<file path="config.mk">
export PLATFORM = sky130hd
export DESIGN_NAME = ptw_top
export DESIGN_NICKNAME = d
export VERILOG_FILES = /design/src/rtl/ptw_pkg.sv /design/src/rtl/ptw_entry_addr.sv /design/src/rtl/ptw_ctrl.sv /design/src/rtl/ptw_top.sv
export SDC_FILE = /design/constraint.sdc
export NUM_CORES = 1
export LEC_CHECK = 0
export ABC_AREA = 1
export CELL_PAD_IN_SITES_DETAIL_PLACEMENT = 0
export CELL_PAD_IN_SITES_GLOBAL_PLACEMENT = 1
export CORE_ASPECT_RATIO = 1.2
export CORE_MARGIN = 3
export CORE_UTILIZATION = 44
export DETAILED_ROUTE_END_ITERATION = 12
export DONT_BUFFER_PORTS = 1
export MAX_ROUTING_LAYER = met4
export PLACE_DENSITY_LB_ADDON = 0.1
export SLEW_MARGIN = 20
export SYNTH_ARGS = -nofsm -noshare
export SYNTH_HDL_FRONTEND = slang
export SYNTH_HIERARCHICAL = 1
export SYNTH_SLANG_ARGS = --single-unit
</file>
<file path="constraint.sdc">
create_clock -name clk -period 1.9 [get_ports clk]
set_clock_uncertainty 0.1 [all_clocks]
set_input_delay 0.19 -clock clk [delete_from_list [all_inputs] [get_ports clk]]
set_output_delay 0.19 -clock clk [all_outputs]
set_load 0.02 [all_outputs]
</file>
<file path="src/rtl/ptw_pkg.sv">
package ptw_pkg;

    localparam int VA_W        = 32;
    localparam int PG_OFF_W    = 12;
    localparam int IDX_W       = 10;
    localparam int ENTRY_SHIFT = 2;
    localparam int LEVELS      = 2;
    localparam int FRAME_W     = VA_W - PG_OFF_W;
    localparam int PRESENT_BIT = 0;

    typedef enum logic [2:0] {
        ST_IDLE,
        ST_READ_DIR,
        ST_READ_PTE,
        ST_DONE,
        ST_FAULT
    } walk_state_t;

    // Split of a linear address; field order is fixed by the translation.
    typedef struct packed {
        logic [IDX_W-1:0]    dir_idx;
        logic [IDX_W-1:0]    tbl_idx;
        logic [PG_OFF_W-1:0] off;
    } lin_addr_t;

    // Byte address of an entry: table base plus index scaled by entry size.
    function automatic logic [VA_W-1:0] entry_byte_addr(
        input logic [FRAME_W-1:0] tbl_frame,
        input logic [IDX_W-1:0]   idx
    );
        logic [VA_W-1:0] scaled;
        scaled = {{(VA_W-IDX_W-ENTRY_SHIFT){1'b0}}, idx, {ENTRY_SHIFT{1'b0}}};
        return {tbl_frame, {PG_OFF_W{1'b0}}} + scaled;
    endfunction

endpackage

</file>
<file path="src/rtl/ptw_entry_addr.sv">
module ptw_entry_addr
    import ptw_pkg::*;
(
    input  logic [FRAME_W-1:0] tbl_frame,
    input  logic [IDX_W-1:0]   idx,
    output logic [VA_W-1:0]    addr
);

    always_comb addr = entry_byte_addr(tbl_frame, idx);

endmodule

</file>
<file path="src/rtl/ptw_ctrl.sv">
module ptw_ctrl
    import ptw_pkg::*;
(
    input  logic        clk,
    input  logic        rst,
    input  logic        req_valid,
    input  logic        mem_rd_valid,
    input  logic        rsp_present,
    output walk_state_t state_q,
    output logic        req_ready,
    output logic        accept,
    output logic        rd_en,
    output logic        pde_take,
    output logic        pte_take,
    output logic        done,
    output logic        fault
);

    walk_state_t state_d;
    logic        issued_q;
    logic        in_read;
    logic        rsp_take;

    always_comb begin
        req_ready = (state_q == ST_IDLE);
        accept    = req_valid && req_ready;
        in_read   = (state_q == ST_READ_DIR) || (state_q == ST_READ_PTE);
        rd_en     = in_read && !issued_q;
        rsp_take  = in_read && issued_q && mem_rd_valid;
        pde_take  = rsp_take && (state_q == ST_READ_DIR);
        pte_take  = rsp_take && (state_q == ST_READ_PTE);
        done      = (state_q == ST_DONE) || (state_q == ST_FAULT);
        fault     = (state_q == ST_FAULT);
    end

    always_comb begin
        state_d = state_q;
        unique case (state_q)
            ST_IDLE:     if (accept) state_d = ST_READ_DIR;
            ST_READ_DIR: if (pde_take) state_d = rsp_present ? ST_READ_PTE : ST_FAULT;
            ST_READ_PTE: if (pte_take) state_d = rsp_present ? ST_DONE : ST_FAULT;
            ST_DONE:     state_d = ST_IDLE;
            ST_FAULT:    state_d = ST_IDLE;
            default:     state_d = ST_IDLE;
        endcase
    end

    always_ff @(posedge clk) begin
        if (rst) begin
            state_q  <= ST_IDLE;
            issued_q <= 1'b0;
        end else begin
            state_q <= state_d;
            if (rsp_take)   issued_q <= 1'b0;
            else if (rd_en) issued_q <= 1'b1;
        end
    end

    // the completion pulse never lasts two cycles
    a_r7_done_single: assert property (@(posedge clk) disable iff (rst)
        done |=> !done);

    // every read strobe is a single cycle
    a_r2_rd_single: assert property (@(posedge clk) disable iff (rst)
        rd_en |=> !rd_en);

endmodule

</file>
<file path="src/rtl/ptw_top.sv">
module ptw_top
    import ptw_pkg::*;
(
    input  logic            clk,
    input  logic            rst,
    input  logic            base_wr_en,
    input  logic [VA_W-1:0] base_wr_data,
    input  logic            req_valid,
    input  logic [VA_W-1:0] req_laddr,
    output logic            req_ready,
    output logic            mem_rd_en,
    output logic [VA_W-1:0] mem_rd_addr,
    input  logic            mem_rd_valid,
    input  logic [VA_W-1:0] mem_rd_data,
    output logic            done,
    output logic            done_fault,
    output logic            done_fault_level,
    output logic [VA_W-1:0] done_paddr
);

    walk_state_t        state_q;
    logic               accept;
    logic               pde_take;
    logic               pte_take;
    logic               fault;
    logic               rsp_present;
    logic [FRAME_W-1:0] rsp_frame;

    logic [FRAME_W-1:0] dir_base_q;
    logic [FRAME_W-1:0] tbl_base_q;
    lin_addr_t          laddr_q;
    logic [VA_W-1:0]    paddr_q;
    logic               fault_lvl_q;

    logic [FRAME_W-1:0] lvl_frame [LEVELS];
    logic [IDX_W-1:0]   lvl_idx   [LEVELS];
    logic [VA_W-1:0]    lvl_addr  [LEVELS];

    always_comb begin
        rsp_present = mem_rd_data[PRESENT_BIT];
        rsp_frame   = mem_rd_data[VA_W-1:PG_OFF_W];
        lvl_frame[0] = dir_base_q;
        lvl_idx[0]   = laddr_q.dir_idx;
        lvl_frame[1] = tbl_base_q;
        lvl_idx[1]   = laddr_q.tbl_idx;
    end

    ptw_ctrl u_ctrl (
        .clk          (clk),
        .rst          (rst),
        .req_valid    (req_valid),
        .mem_rd_valid (mem_rd_valid),
        .rsp_present  (rsp_present),
        .state_q      (state_q),
        .req_ready    (req_ready),
        .accept       (accept),
        .rd_en        (mem_rd_en),
        .pde_take     (pde_take),
        .pte_take     (pte_take),
        .done         (done),
        .fault        (fault)
    );

    for (genvar lvl = 0; lvl < LEVELS; lvl++) begin : g_lvl
        ptw_entry_addr u_addr (
            .tbl_frame (lvl_frame[lvl]),
            .idx       (lvl_idx[lvl]),
            .addr      (lvl_addr[lvl])
        );
    end

    always_comb mem_rd_addr = (state_q == ST_READ_PTE) ? lvl_addr[1] : lvl_addr[0];

    always_ff @(posedge clk) begin
        if (rst) begin
            dir_base_q  <= '0;
            tbl_base_q  <= '0;
            laddr_q     <= '0;
            paddr_q     <= '0;
            fault_lvl_q <= 1'b0;
        end else begin
            if (base_wr_en) dir_base_q <= base_wr_data[VA_W-1:PG_OFF_W];
            if (accept)     laddr_q    <= lin_addr_t'(req_laddr);
            if (pde_take) begin
                tbl_base_q  <= rsp_frame;
                fault_lvl_q <= 1'b0;
            end
            if (pte_take) begin
                fault_lvl_q <= 1'b1;
                if (rsp_present) paddr_q <= {rsp_frame, laddr_q.off};
            end
        end
    end

    always_comb begin
        done_fault       = fault;
        done_fault_level = fault && fault_lvl_q;
        done_paddr       = paddr_q;
    end

    // no read is issued while a new request could be taken
    a_r7_busy_no_ready: assert property (@(posedge clk) disable iff (rst)
        mem_rd_en |-> !req_ready);

    // completion follows a memory response by one cycle
    a_r7_done_after_rsp: assert property (@(posedge clk) disable iff (rst)
        $rose(done) |-> $past(mem_rd_valid));

    // a directory fault reports level 0
    a_r5_dir_fault_level: assert property (@(posedge clk) disable iff (rst)
        (pde_take && !rsp_present) |=> (done_fault && !done_fault_level));

    // a table fault reports level 1
    a_r6_pte_fault_level: assert property (@(posedge clk) disable iff (rst)
        (pte_take && !rsp_present) |=> (done_fault && done_fault_level));

endmodule

</file>
# --- Word-level counts from Yosys, hierarchy flattened ---
# Index checks and enable logic that the tools add are counted.
op_classes:
  n_bitwise: 0
  div_mod_pow: 0
  eq_ne: 7
  multipliers: 0
  n_shift: 0
  reduce_logical: 15
  magnitude_cmp: 0
  mux: 9
  addsub: 2
ops:
  columns: ["cell", "count"]
  rows:
  - ["$add A32 B12 Y32", 2]
  - ["$mux W32", 1]
  - ["$mux W3", 5]
  - ["$pmux W3 S3", 1]
  - ["$logic_and A1 B1 Y1", 7]
  - ["$eq A3 B2 Y1 const B", 2]
  - ["$ne A2 B2 Y1 const B", 2]
  - ["$eq A3 B1 Y1 const B", 1]
  - ["$eq A3 B3 Y1 const B", 1]
  - ["$logic_not A3 Y1", 1]
  - ["$reduce_and A3 Y1", 1]
  - ["$logic_or A1 B1 Y1", 2]
  - ["$mux W1", 2]
  - ["$ne A2 B1 Y1 const B", 1]
  - ["$reduce_and A2 Y1", 1]
  - ["$reduce_bool A2 Y1", 1]
  - ["$reduce_or A2 Y1", 1]
  - ["$logic_not A1 Y1", 1]
word_totals:
  output_inout_bits: 69
  latch_bits: 0
  mem_bits_ro: 0
  n_memories: 0
  wordCells: 42
  regBits: 109
  inputBits: 101
  ram_bits: 0

# --- Longest topological paths before layout ---
logic_depth:
  ltp_word: 7
  depth_mapped: 8
  ltp_nobuf: 7

# --- Modules after synthesis ---
# The synthesis kept the hierarchy.
modules_own_cells:
  columns: ["module", "area_per_inst_um2", "cells_each", "seq_area_each_um2", "instances"]
  rows:
  - ["ptw_top", 4599.4, 633, 2102.0, 1]
  - ["ptw_entry_addr", 244.0, 33, 0.0, 2]
  - ["ptw_ctrl", 254.0, 40, 80.1, 1]

# --- Least setup slack after synthesis ---
# OpenSTA, ideal clock, no wires.
synth_path:
  path_kind: "register -> register"
  startpoint: "reg u_ctrl.state_q[0]"
  endpoint: "reg laddr_q[0] (netlist bit)"
  n_path_buf: 1
  t_arrival_ns: 1.336
  required_time_ns: 1.684
  path_slack_ns: 0.348
  stages_incl_launch_ff: 8
  setup_time_ns: 0.116
  period_less_slack_ns: 1.552
  path_cell_list: "dfxtp_1 inv_1 nand2_2 nor3_1 inv_1 buf_4 nor2_1 nor2_1"
synth_via:
  elab_chain_len: 2
synth_rtl:
  columns: ["item", "line_no", "text"]
  rows:
  - ["start, declared", "ptw_ctrl.sv:9", "output walk_state_t state_q,"]
  - ["start signal, assigned", "ptw_ctrl.sv:53", "state_q <= state_d;"]
  - ["$logic_not A3 Y1", "ptw_ctrl.sv:25", "req_ready = (state_q == ST_IDLE);"]
  - ["$logic_and A1 B1 Y1", "ptw_ctrl.sv:26", "accept = req_valid && req_ready;"]
  - ["via accept", "ptw_top.sv:22", "logic accept;"]
  - ["end signal, assigned", "ptw_top.sv:83", "if (accept) laddr_q <= lin_addr_t'(req_laddr);"]
  - ["end, declared", "ptw_top.sv:31", "lin_addr_t laddr_q;"]
# The timed path passes the listed nets, and every way through them passes these cells.
# A chain may end at the register's enable or synchronous reset.

# --- Worst setup path after layout ---
layout_path:
  startpoint: "reg u_ctrl.state_q[2]"
  endpoint: "out mem_rd_addr[27]"
layout_via:
  elab_chain_len: 2
layout_rtl:
  columns: ["item", "line_no", "text"]
  rows:
  - ["$eq A3 B2 Y1", "ptw_top.sv:72", "always_comb mem_rd_addr = (state_q == ST_READ_PTE) ? lvl_addr[1] : lvl_addr[0];"]
  - ["$mux W32", "ptw_top.sv:72", null]
  - ["end, declared", "ptw_top.sv:12", "output logic [VA_W-1:0] mem_rd_addr,"]
# No other way between the ends.

==> reports/qor.csv <==
stage,metric,value,unit
critical_path,setup.worst_path.start_class,flop,
timing,setup_viol,0,
cells_and_area,multi_input_area,2200,µm²
clocking,ctsHtreeMaxLevel,3,
min_path,worstHoldPathType,in -> reg,
power,ir_worst_vdd,0.000477,V
floorplanning,io_pins,170,
cells_and_area,fin_cells,905,
floorplanning,die_area,13500,µm²
synth,synth_compound_area_share,9.42,%
clocking,cts.sink_count,109,
timing,fin_crit_sh,93.2,%
synth,yosysSeqAreaShare,40.9,%
clocking,cts_tree,done,
synth,synth_xor_area_share,0,%
timing,report.final.slew_viol_count,0,
synth,synth.area.mux_share,0,%
synth,avgSynthCellArea,7.23,µm²
timing,rsz0062_at_grt,false,
placed_design,hpwl,8540,µm
floorplanning,die_h,127,µm
synth,yosysMostFrequentCell,nor2_1,
synth,yosys_warnings,6,
critical_path,rrSetupSlack,270,ps
cells_and_area,fin_nets,844,
cells_and_area,drive_gt1_share,14.6,%
cells_and_area,diodes,0,
clocking,cts.clk_slew.worst_paths,70,ps
timing,min_period,1770,ps
cells_and_area,seqCellArea,2180,µm²
synth,synthTopCellsByArea,"dfxtp_1 (41%), nor2_1 (14%), buf_4 (9.8%)",
routing,vias,4293,
clocking,cts_max_path_buffers,2,
timing,worstMarginPinSlew,856,ps
clocking,cts_buffers,9,
synth,synthArstFlopShare,0,%
timing,fmax,565,MHz
clocking,cts_setup_buffers,0,
routing,drc,0,
global_route,first_global_vias,4106,
timing,setup_tns,0,ps
routing,vias_per_cell,4.74,
routing,first_iter_violations,219,
critical_path,required,1610,ps
critical_path,critical_path_peak_fanout,32,
global_route,grt_pass1_wl,20700,µm
synth,syn-cell-area,5340,µm²
routing,drtPass1Iterations,5,
clocking,clock_latency,340,ps
status,status,"complete, no violations",
synth,synthFlopType,dfxtp_1,
synth,synth-edff-count,0,
critical_path,arrival,1480,ps
floorplanning,core,11700,µm²
global_route,grt_use_total,19.4,%
floorplanning,start_util,45.5,%
timing,relSlewSlack,42.9,%
synth,synth_simple_gate_area_share,31.0,%
clocking,cts-root-buf,clkbuf_16,
floorplanning,core.rowCount,43,
placed_design,dp.cells,811,
global_route,overflow,0,
global_route,grt_max_degree,45,
placed_design,portBuffers,0,
cells_and_area,fillers,1208,
synth,synth_fa_ha_area_share,0,%
synth,synthesis.instances,739,
routing,drt_wl_total,12800,µm
floorplanning,die-width,107,µm
placed_design,dpl_cell_area,4940,µm²
cells_and_area,final_area,6050,µm²
synth,ys_ff_latch,109,
cells_and_area,areaGrowthSynthToFinish,13.3,%
routing,post_drt_wl_per_cell,14.1,µm
synth,synth_commonest_cells,"nor2_1 (196), nand2_1 (135), dfxtp_1 (109)",
power,total_leakage_power,2.84,nW
critical_path,path_class,reg -> out,
synth,synthDistinctLibCells,25,
critical_path,endpoint_kind,output port,
synth,synth_top_area_share,40.9,%
synth,synth_top_family_by_area,simple AND/OR/NAND/NOR gates,
power,powerDensity,868,nW/µm²
routing,ant_nets,0,
global_route,antenna_found_initial,0,
timing,finalHoldViolCount,0,
placed_design,gp_congestion,0.796,
job,drv_cap,0,
synth,synth_area_leader_cell,dfxtp_1,
-- registers in the layout, indices dropped and copies added (netlist names) --
name / count
dir_base_q: 20
tbl_base_q: 20
fault_lvl_q: 1
u_ctrl/state_q: 3
u_ctrl/issued_q: 1
laddr_q: 32
done_paddr: 32
-- worst max-delay path: stages (launching register included) --
cell and delay [ps]:
dfxtp_1 460, inv_2 80, nand3_2 100, buf_12 190
nand2_1 100, nand2_1 200
-- path summary, 6_finish.rpt --
| check | from | end | cells after the start |
|---|---|---|---|
| worst max register to register | u_ctrl/state_q[2] | done_paddr[7] | 7 |
| worst min register to register | laddr_q[4] | done_paddr[4] | 2 |
| worst max-delay path | u_ctrl/state_q[2] | mem_rd_addr[27] | 5 |
| worst min-delay path | mem_rd_valid | u_ctrl/state_q[2] | 3 |
-- per-layer routing --
metal | GRT usage [%] | share of wire [%]
met1 | 26.0 | 48
met2 | 29.5 | 45
met3 | 3.61 | 5.4
met4 | 6.55 | 1.5
met5 | - | 0
-- cell usage in the layout, fill, tap and decap left out, drive strengths merged, types with 3 or more instances in the layout --
cell / count
clkbuf: 11
conb: 4
a21oi: 4
dlygate4sd3: 77
inv: 46
nand4: 33
nand2: 139
nor2: 217
buf: 21
dfxtp: 109
nand3: 4
clkinv: 3
o21ai: 74
-- report_power, final --
group | internal [mW] | switching [mW] | leakage, nW | total, mW
logic | 0.344 | 0.561 | 1.81 | 0.905
clock network | 0.962 | 0.838 | 0.138 | 1.80
registers | 2.45 | 0.0983 | 0.892 | 2.55
total | 3.76 | 1.50 | 2.84 | 5.25
-- timing repair --
item | 4_1_cts | 5_1_grt
setup endpoints to repair | 17 | 30
hold endpoints to repair | 97 | 0
pin swaps | 0 | 0
hold buffers | 78 | 0
resized for setup | 10 | 5
-- final cells by class --
| class | instances | share of cell area (%) |
|---|---|---|
| flip-flops and latches | 109 | 36.1 |
| clock buffers | 11 | 4.18 |
| inverters | 46 | 2.87 |
| repair buffers | 99 | 16.6 |
| clock inverters | 5 | 0.558 |
| well taps | 157 | 3.25 |
| multi-input cells | 478 | 36.4 |
-- cells by family after synthesis --
logic type             after synthesis
AO/OA/AOI/OAI                       79
flip-flops                         109
AND/OR/NAND/NOR                    395
buffers and inverters              154
other                                2
-- metrics by stage --
step                      setup slack [ps]  power [mW]  utilization, %  hold slack, ps
after floorplan                        348        3.35               -             159
after global placement                 286        3.33            42.1             165
after CTS                             15.1        5.33            51.5            16.8
after detailed placement               267        3.34            42.1             167
final                                  130        5.25            51.6            40.5
after global routing                  28.4        5.52            51.6            53.6
No activity file was read; power rests on OpenSTA's default activity.
